File: src/rtl/sync_regen_pkg.sv
package sync_regen_pkg;
  localparam int CFG_W = 8;

  typedef struct packed {
    logic src_ovr;   // 7
    logic src_alt;   // 6
    logic pol_ovr;   // 5
    logic in_hi;     // 4
    logic out_hi;    // 3
    logic filt_en;   // 2
    logic dur_en;    // 1
    logic spare;     // 0
  } sync_ctl_t;

  localparam logic [1:0] ADR_HCTL = 2'd0;
  localparam logic [1:0] ADR_HWID = 2'd1;
  localparam logic [1:0] ADR_VCTL = 2'd2;
  localparam logic [1:0] ADR_VWID = 2'd3;

  localparam logic [CFG_W-1:0] RST_HCTL = 8'h18;
  localparam logic [CFG_W-1:0] RST_HWID = 8'd32;
  localparam logic [CFG_W-1:0] RST_VCTL = 8'h18;
  localparam logic [CFG_W-1:0] RST_VWID = 8'd10;
endpackage

File: src/rtl/sync_regen_regs.sv
module sync_regen_regs
  import sync_regen_pkg::*;
(
  input  logic             clk,
  input  logic             rst_n,
  input  logic             we,
  input  logic [1:0]       addr,
  input  logic [CFG_W-1:0] wdata,
  output sync_ctl_t        hctl,
  output logic [CFG_W-1:0] hwid,
  output sync_ctl_t        vctl,
  output logic [CFG_W-1:0] vwid
);
  localparam int NREG = 4;

  function automatic logic [CFG_W-1:0] rst_val(input int idx);
    case (idx)
      0:       return RST_HCTL;
      1:       return RST_HWID;
      2:       return RST_VCTL;
      default: return RST_VWID;
    endcase
  endfunction

  logic [CFG_W-1:0] regs [NREG];

  for (genvar i = 0; i < NREG; i++) begin : g_reg
    always_ff @(posedge clk or negedge rst_n) begin
      if (!rst_n)                         regs[i] <= rst_val(i);
      else if (we && (addr == 2'(i)))     regs[i] <= wdata;
    end
  end

  assign hctl = sync_ctl_t'(regs[ADR_HCTL]);
  assign hwid = regs[ADR_HWID];
  assign vctl = sync_ctl_t'(regs[ADR_VCTL]);
  assign vwid = regs[ADR_VWID];
endmodule

File: src/rtl/sync_regen_cond.sv
module sync_regen_cond #(
  parameter int TIMEOUT  = 4096,
  parameter int MEAS_W   = 12,
  parameter bit BOTH_SEL = 1'b1
) (
  input  logic clk,
  input  logic rst_n,
  input  logic pin,
  input  logic alt,
  input  logic src_ovr,
  input  logic src_alt,
  input  logic pol_ovr,
  input  logic pol_hi,
  output logic norm,
  output logic lead
);
  localparam int TW = $clog2(TIMEOUT + 1);
  localparam logic [TW-1:0]     T_MAX = TW'(TIMEOUT);
  localparam logic [MEAS_W-1:0] M_MAX = '1;

  logic [1:0] s1, s2, act;

  always_ff @(posedge clk or negedge rst_n) begin
    if (!rst_n) begin
      s1 <= '0;
      s2 <= '0;
    end else begin
      s1 <= {alt, pin};
      s2 <= s1;
    end
  end

  // activity timer per source: index 0 pin, 1 alternate
  for (genvar i = 0; i < 2; i++) begin : g_src
    logic [TW-1:0] tmr;
    always_ff @(posedge clk or negedge rst_n) begin
      if (!rst_n)                tmr <= T_MAX;
      else if (s1[i] ^ s2[i])    tmr <= '0;
      else if (tmr != T_MAX)     tmr <= tmr + TW'(1);
    end
    assign act[i] = (tmr != T_MAX);

    // an edge marks the source active on the next cycle
    p_edge_wakes_r6: assert property (@(posedge clk) disable iff (!rst_n)
      (s1[i] ^ s2[i]) |=> act[i]);
  end

  logic use_alt;
  always_comb begin
    if (src_ovr)                use_alt = src_alt;
    else if (act[0] && act[1])  use_alt = BOTH_SEL ? src_alt : 1'b0;
    else                        use_alt = ~act[0];
  end

  logic raw, raw_d, rise, det_hi, pol, norm_d;
  logic [MEAS_W-1:0] hi_cnt, lo_cnt;

  assign raw  = use_alt ? s2[1] : s2[0];
  assign rise = raw & ~raw_d;

  always_ff @(posedge clk or negedge rst_n) begin
    if (!rst_n) begin
      raw_d  <= 1'b0;
      hi_cnt <= '0;
      lo_cnt <= '0;
      det_hi <= 1'b1;
    end else begin
      raw_d <= raw;
      if (rise) begin
        det_hi <= (hi_cnt < lo_cnt);
        hi_cnt <= MEAS_W'(1);
        lo_cnt <= '0;
      end else if (raw) begin
        if (hi_cnt != M_MAX) hi_cnt <= hi_cnt + MEAS_W'(1);
      end else begin
        if (lo_cnt != M_MAX) lo_cnt <= lo_cnt + MEAS_W'(1);
      end
    end
  end

  assign pol  = pol_ovr ? pol_hi : det_hi;
  assign norm = pol ? raw : ~raw;

  always_ff @(posedge clk or negedge rst_n) begin
    if (!rst_n) norm_d <= 1'b0;
    else        norm_d <= norm;
  end

  assign lead = norm & ~norm_d;

  // a period with a short high phase settles on active high
  p_detect_hi_r7: assert property (@(posedge clk) disable iff (!rst_n)
    (rise && (hi_cnt < lo_cnt)) |=> det_hi);
endmodule

File: src/rtl/sync_regen_pulse.sv
module sync_regen_pulse #(
  parameter int LEN_W = 8
) (
  input  logic             clk,
  input  logic             rst_n,
  input  logic             start,
  input  logic             tick,
  input  logic [LEN_W-1:0] len,
  output logic             active
);
  logic [LEN_W-1:0] cnt;

  always_ff @(posedge clk or negedge rst_n) begin
    if (!rst_n) begin
      active <= 1'b0;
      cnt    <= '0;
    end else if (start) begin
      active <= (len != '0);
      cnt    <= len;
    end else if (active && tick) begin
      if (cnt <= LEN_W'(1)) active <= 1'b0;
      else                  cnt    <= cnt - LEN_W'(1);
    end
  end

  p_start_r2: assert property (@(posedge clk) disable iff (!rst_n)
    (start && (len != '0)) |=> active);

  p_zero_len_r4: assert property (@(posedge clk) disable iff (!rst_n)
    (start && (len == '0)) |=> !active);

  p_idle_holds_r2: assert property (@(posedge clk) disable iff (!rst_n)
    (!active && !start) |=> !active);
endmodule

File: src/rtl/sync_regen.sv
module sync_regen
  import sync_regen_pkg::*;
#(
  parameter int ACT_TIMEOUT = 4096,
  parameter int MEAS_W      = 12
) (
  input  logic             clk,
  input  logic             rst_n,
  input  logic             cfg_we,
  input  logic [1:0]       cfg_addr,
  input  logic [CFG_W-1:0] cfg_wdata,
  input  logic             hs_pin,
  input  logic             hs_sog,
  input  logic             vs_pin,
  input  logic             vs_sep,
  output logic             hs_out,
  output logic             vs_out
);
  sync_ctl_t        hctl, vctl;
  logic [CFG_W-1:0] hwid, vwid;

  sync_regen_regs u_regs (
    .clk   (clk),
    .rst_n (rst_n),
    .we    (cfg_we),
    .addr  (cfg_addr),
    .wdata (cfg_wdata),
    .hctl  (hctl),
    .hwid  (hwid),
    .vctl  (vctl),
    .vwid  (vwid)
  );

  logic hs_norm, hs_lead, vn, vs_lead_raw;

  sync_regen_cond #(.TIMEOUT(ACT_TIMEOUT), .MEAS_W(MEAS_W), .BOTH_SEL(1'b1)) u_hcond (
    .clk     (clk),
    .rst_n   (rst_n),
    .pin     (hs_pin),
    .alt     (hs_sog),
    .src_ovr (hctl.src_ovr),
    .src_alt (hctl.src_alt),
    .pol_ovr (hctl.pol_ovr),
    .pol_hi  (hctl.in_hi),
    .norm    (hs_norm),
    .lead    (hs_lead)
  );

  sync_regen_cond #(.TIMEOUT(ACT_TIMEOUT), .MEAS_W(MEAS_W), .BOTH_SEL(1'b0)) u_vcond (
    .clk     (clk),
    .rst_n   (rst_n),
    .pin     (vs_pin),
    .alt     (vs_sep),
    .src_ovr (vctl.src_ovr),
    .src_alt (vctl.src_alt),
    .pol_ovr (vctl.pol_ovr),
    .pol_hi  (vctl.in_hi),
    .norm    (vn),
    .lead    (vs_lead_raw)
  );

  // horizontal pulse, width in pixel clocks
  logic hs_act;
  sync_regen_pulse #(.LEN_W(CFG_W)) u_hpulse (
    .clk    (clk),
    .rst_n  (rst_n),
    .start  (hs_lead),
    .tick   (1'b1),
    .len    (hwid),
    .active (hs_act)
  );

  // vertical filter: resample at horizontal leading edges
  logic vf_q, vf, vf_d, vlead;
  always_ff @(posedge clk or negedge rst_n) begin
    if (!rst_n) begin
      vf_q <= 1'b0;
      vf_d <= 1'b0;
    end else begin
      if (!vctl.filt_en || hs_lead) vf_q <= vn;
      vf_d <= vf;
    end
  end
  assign vf    = vctl.filt_en ? vf_q : vn;
  assign vlead = vf & ~vf_d;

  // vertical pulse, width in horizontal periods
  logic vs_act;
  sync_regen_pulse #(.LEN_W(CFG_W)) u_vpulse (
    .clk    (clk),
    .rst_n  (rst_n),
    .start  (vctl.dur_en && vlead),
    .tick   (hs_lead),
    .len    (vwid),
    .active (vs_act)
  );

  logic vs_lvl;
  assign vs_lvl = vctl.dur_en ? vs_act : vf;
  assign hs_out = hctl.out_hi ? hs_act : ~hs_act;
  assign vs_out = vctl.out_hi ? vs_lvl : ~vs_lvl;

  logic unused_bits;
  assign unused_bits = ^{hctl.filt_en, hctl.dur_en, hctl.spare, vctl.spare,
                         hs_norm, vs_lead_raw};

  // with filtering on, the vertical level moves only on a horizontal edge
  p_filt_hold_r11: assert property (@(posedge clk) disable iff (!rst_n)
    (vctl.filt_en && !hs_lead) |=> $stable(vf_q));

  // a vertical edge in pulse mode with nonzero width starts the pulse
  p_regen_start_r10: assert property (@(posedge clk) disable iff (!rst_n)
    (vctl.dur_en && vlead && (vwid != '0)) |=> vs_act);
endmodule

File: config.mk
export PLATFORM = sky130hd
export DESIGN_NAME = sync_regen
export DESIGN_NICKNAME = d
export VERILOG_FILES = /design/src/rtl/sync_regen_pkg.sv /design/src/rtl/sync_regen_regs.sv /design/src/rtl/sync_regen_cond.sv /design/src/rtl/sync_regen_pulse.sv /design/src/rtl/sync_regen.sv
export SDC_FILE = /design/constraint.sdc
export NUM_CORES = 1
export LEC_CHECK = 0
export ABC_AREA = 1
export CORE_ASPECT_RATIO = 0.6
export CORE_MARGIN = 2
export CORE_UTILIZATION = 65
export DETAILED_ROUTE_END_ITERATION = 12
export DONT_BUFFER_PORTS = 1
export GPL_ROUTABILITY_DRIVEN = 0
export PLACE_DENSITY = 0.81
export SLEW_MARGIN = 20
export SYNTH_ARGS = -nofsm -noshare
export SYNTH_HDL_FRONTEND = slang
export SYNTH_HIERARCHICAL = 1
export SYNTH_SLANG_ARGS = --single-unit
File: constraint.sdc
create_clock -name clk -period 4.2 [get_ports clk]
set_clock_uncertainty 0.05 [all_clocks]
set_input_delay 0.84 -clock clk [delete_from_list [all_inputs] [get_ports clk]]
set_output_delay 0.84 -clock clk [all_outputs]
set_load 0.02 [all_outputs]
==> impl_metrics.env <==
export IMPL_crit_path_start_kind="register"
export IMPL_syn_nets=1204
export IMPL_pin_count=19
export IMPL_drtPass1Iterations=6
export IMPL_drt_total_wl_microns=20040
export IMPL_crit_fanout=17
export IMPL_dp_slack_ns=1.197
export IMPL_clk_path_buf_depth=2
export IMPL_fmax_mhz=287.3
export IMPL_antenna_found_initial=0
export IMPL_maxSlewViolCount=0
export IMPL_final_common_cell="nand2_1"
export IMPL_rsz0062_at_grt="no"
export IMPL_wl_per_cell_microns=15.03
export IMPL_final_setup_worst_slack_ns=0.7194
export IMPL_cap_violations=0
export IMPL_htree_levels=4
export IMPL_p_leak_uw=0.004901
export IMPL_seq_power_share_pct=40.1
export IMPL_netlist_area_sq_mm=0.008995
export IMPL_cts_setup_buffers=0
export IMPL_finalHoldViolations=0
export IMPL_grt_pass1_vias=6770
export IMPL_cts_repair_resized=0
export IMPL_vias=7604
export IMPL_postCtsHoldBufs=0
export IMPL_p_sw_uw=1689
export IMPL_port_buffers=0
export IMPL_cts_sinks=148
export IMPL_endpoint_kind="output pin"
export IMPL_grt_pass1_wl_microns=33470
export IMPL_drtAntennaViolNets=0
export IMPL_avgViaCountPerCell=5.704
export IMPL_cts_tree="built"
export IMPL_worstMarginPinSlew_ns=0.9034
export IMPL_final_cell_mix="nand2_1, inv_1, dfrtp_1"
export IMPL_status="completed"
export IMPL_p_int_uw=3046
export IMPL_nets=1198
export IMPL_finalPower_uw=4735
export IMPL_die_y_microns=95.12
export IMPL_grt_overflow=0
export IMPL_crit_chain="inv_1 -> ha_1 -> nand2_1 -> nor2_1 -> nand2_2 -> nand2_1 -> nand3_2 -> nand2_4 -> nand2_1 -> nand2_1 -> inv_1 -> nand2_2 -> nand3_1 -> nand3_1 -> nand2_1"
export IMPL_drc=0
export IMPL_grt_total_usage_pct=28.36
export IMPL_power_density_mw_per_mm2=493.6
export IMPL_cp_required_ns=3.31
export IMPL_period_needed_ns=3.481
export IMPL_rows=33
export IMPL_n_antenna_cell=0
export IMPL_grt_max_degree=149
export IMPL_start_util_pct=66.22
export IMPL_final_util_pct=70.61
export IMPL_die_w_microns=155.9
export IMPL_syn_avg_cell_area_sq_um=7.815
export IMPL_path_class="register to output pin"
export IMPL_max_stage_delay_ns=0.42
export IMPL_tns_ns=0
export IMPL_synth_warnings=6
export IMPL_area_growth_pct=6.635
export IMPL_vdd_drop_max_v=0.0002456
export IMPL_core_area_sq_mm=0.01358
export IMPL_finalCritPeriodShare_pct=82.87
export IMPL_drt_iter0_drc=790
export IMPL_slew_headroom_pct=39.34
export IMPL_dp_hpwl_microns=13730
export IMPL_cp_slowest_cell="dfrtp_1"
export IMPL_hp_class="primary input to async pin"
export IMPL_clockRootBuffer="clkbuf_16"
export IMPL_p_comb_share_pct=28.1
export IMPL_power_share_clock_pct=31.8
export IMPL_cts_buffers=17
export IMPL_synthCells=1151
export IMPL_path_clk_slew_ns=0.06
export IMPL_critPathArrivalTime_ns=2.59
export IMPL_p_sw_share_pct=35.67
export IMPL_setup_violations_final=0
export IMPL_layout_drive_gt1_share_pct=8.895
export IMPL_clock_latency_ns=0.42
export IMPL_die_area_sq_mm=0.01483
export IMPL_worst_path_most_repeated_cell="nand2_1"
-- final timing paths --
path,from,end,slack [ns],cells after the start
min,rst_n,u_vcond/s2[0],0.07,0
min in group clk,u_vcond/s1[1],u_vcond/s2[1],0.31,0
min reg2reg,u_vcond/s1[1],u_vcond/s2[1],0.31,0
max,u_vcond/g_src[0].tmr[1],vs_out,0.72,15
max in group asynchronous,rst_n,u_regs/vctl[3],3.76,0
max reg2reg,u_vcond/g_src[0].tmr[1],u_vpulse/cnt[4],1.05,19
-- metal layers --
metal  part of all wire [%]  global-route usage [%]  vias up
met3                    6.7                   5.136       25
met5                      0                       0        -
met1                     50                   45.23     3546
met2                     42                   39.20      281
met4                    1.1                   7.645        0
li1                       -                       -     3752
-- flip-flops by register name, summed over array words and instances (netlist names), 2 cells and up --
register,flops
u_vcond/g_src.tmr,13
u_hcond/s2,2
u_vcond/s1,2
u_vcond/hi_cnt,12
u_regs/vctl,7
u_regs/vwid,8
u_hcond/s1,2
u_hcond/hi_cnt,12
u_hpulse/cnt,8
u_hcond/g_src.tmr,26
u_regs/hctl,5
u_vcond/s2,2
u_regs/hwid,8
u_hcond/lo_cnt,12
u_vcond/lo_cnt,12
u_vpulse/cnt,8
-- worst max-delay path, delay by kind of cell, from the launching register on --
kind	cells	cell delay (ns)
AND/OR/NAND/NOR	12	1.37
flip-flops	1	0.42
buffers and inverters	2	0.21
adder cells (fa/ha/maj)	1	0.17
-- final cells by class --
class	instances	area, sq um
clock buffer	20	456.7
timing repair buffer	2	15.01
multi-input combinational	831	4471
sequential	148	3719
clock inverter	12	130.1
fill	1060	3993
tap	175	219.0
inverter	145	581.8
-- per-stage QoR --
stage | cells | instance area [sq um] | hold slack, ns
floorplan | 1151 | 8995 | 0.2812
global placement | 1301 | 9005 | 0.2849
detailed placement | 1301 | 9005 | 0.2940
CTS | 1333 | 9592 | 0.05306
global route | 1333 | 9592 | 0.05096
finish | 1333 | 9592 | 0.06963
-- power groups by stage --
stage | clock network [uW] | logic [uW] | registers, uW
after floorplan | 0 | 1110 | 1840
after global placement | 0 | 1250 | 1900
after detailed placement | 0 | 1300 | 1900
after CTS | 1530 | 1320 | 1890
after global routing | 1600 | 1520 | 1930
final | 1510 | 1330 | 1900
Note: power is estimated with default switching activity, not from simulation.
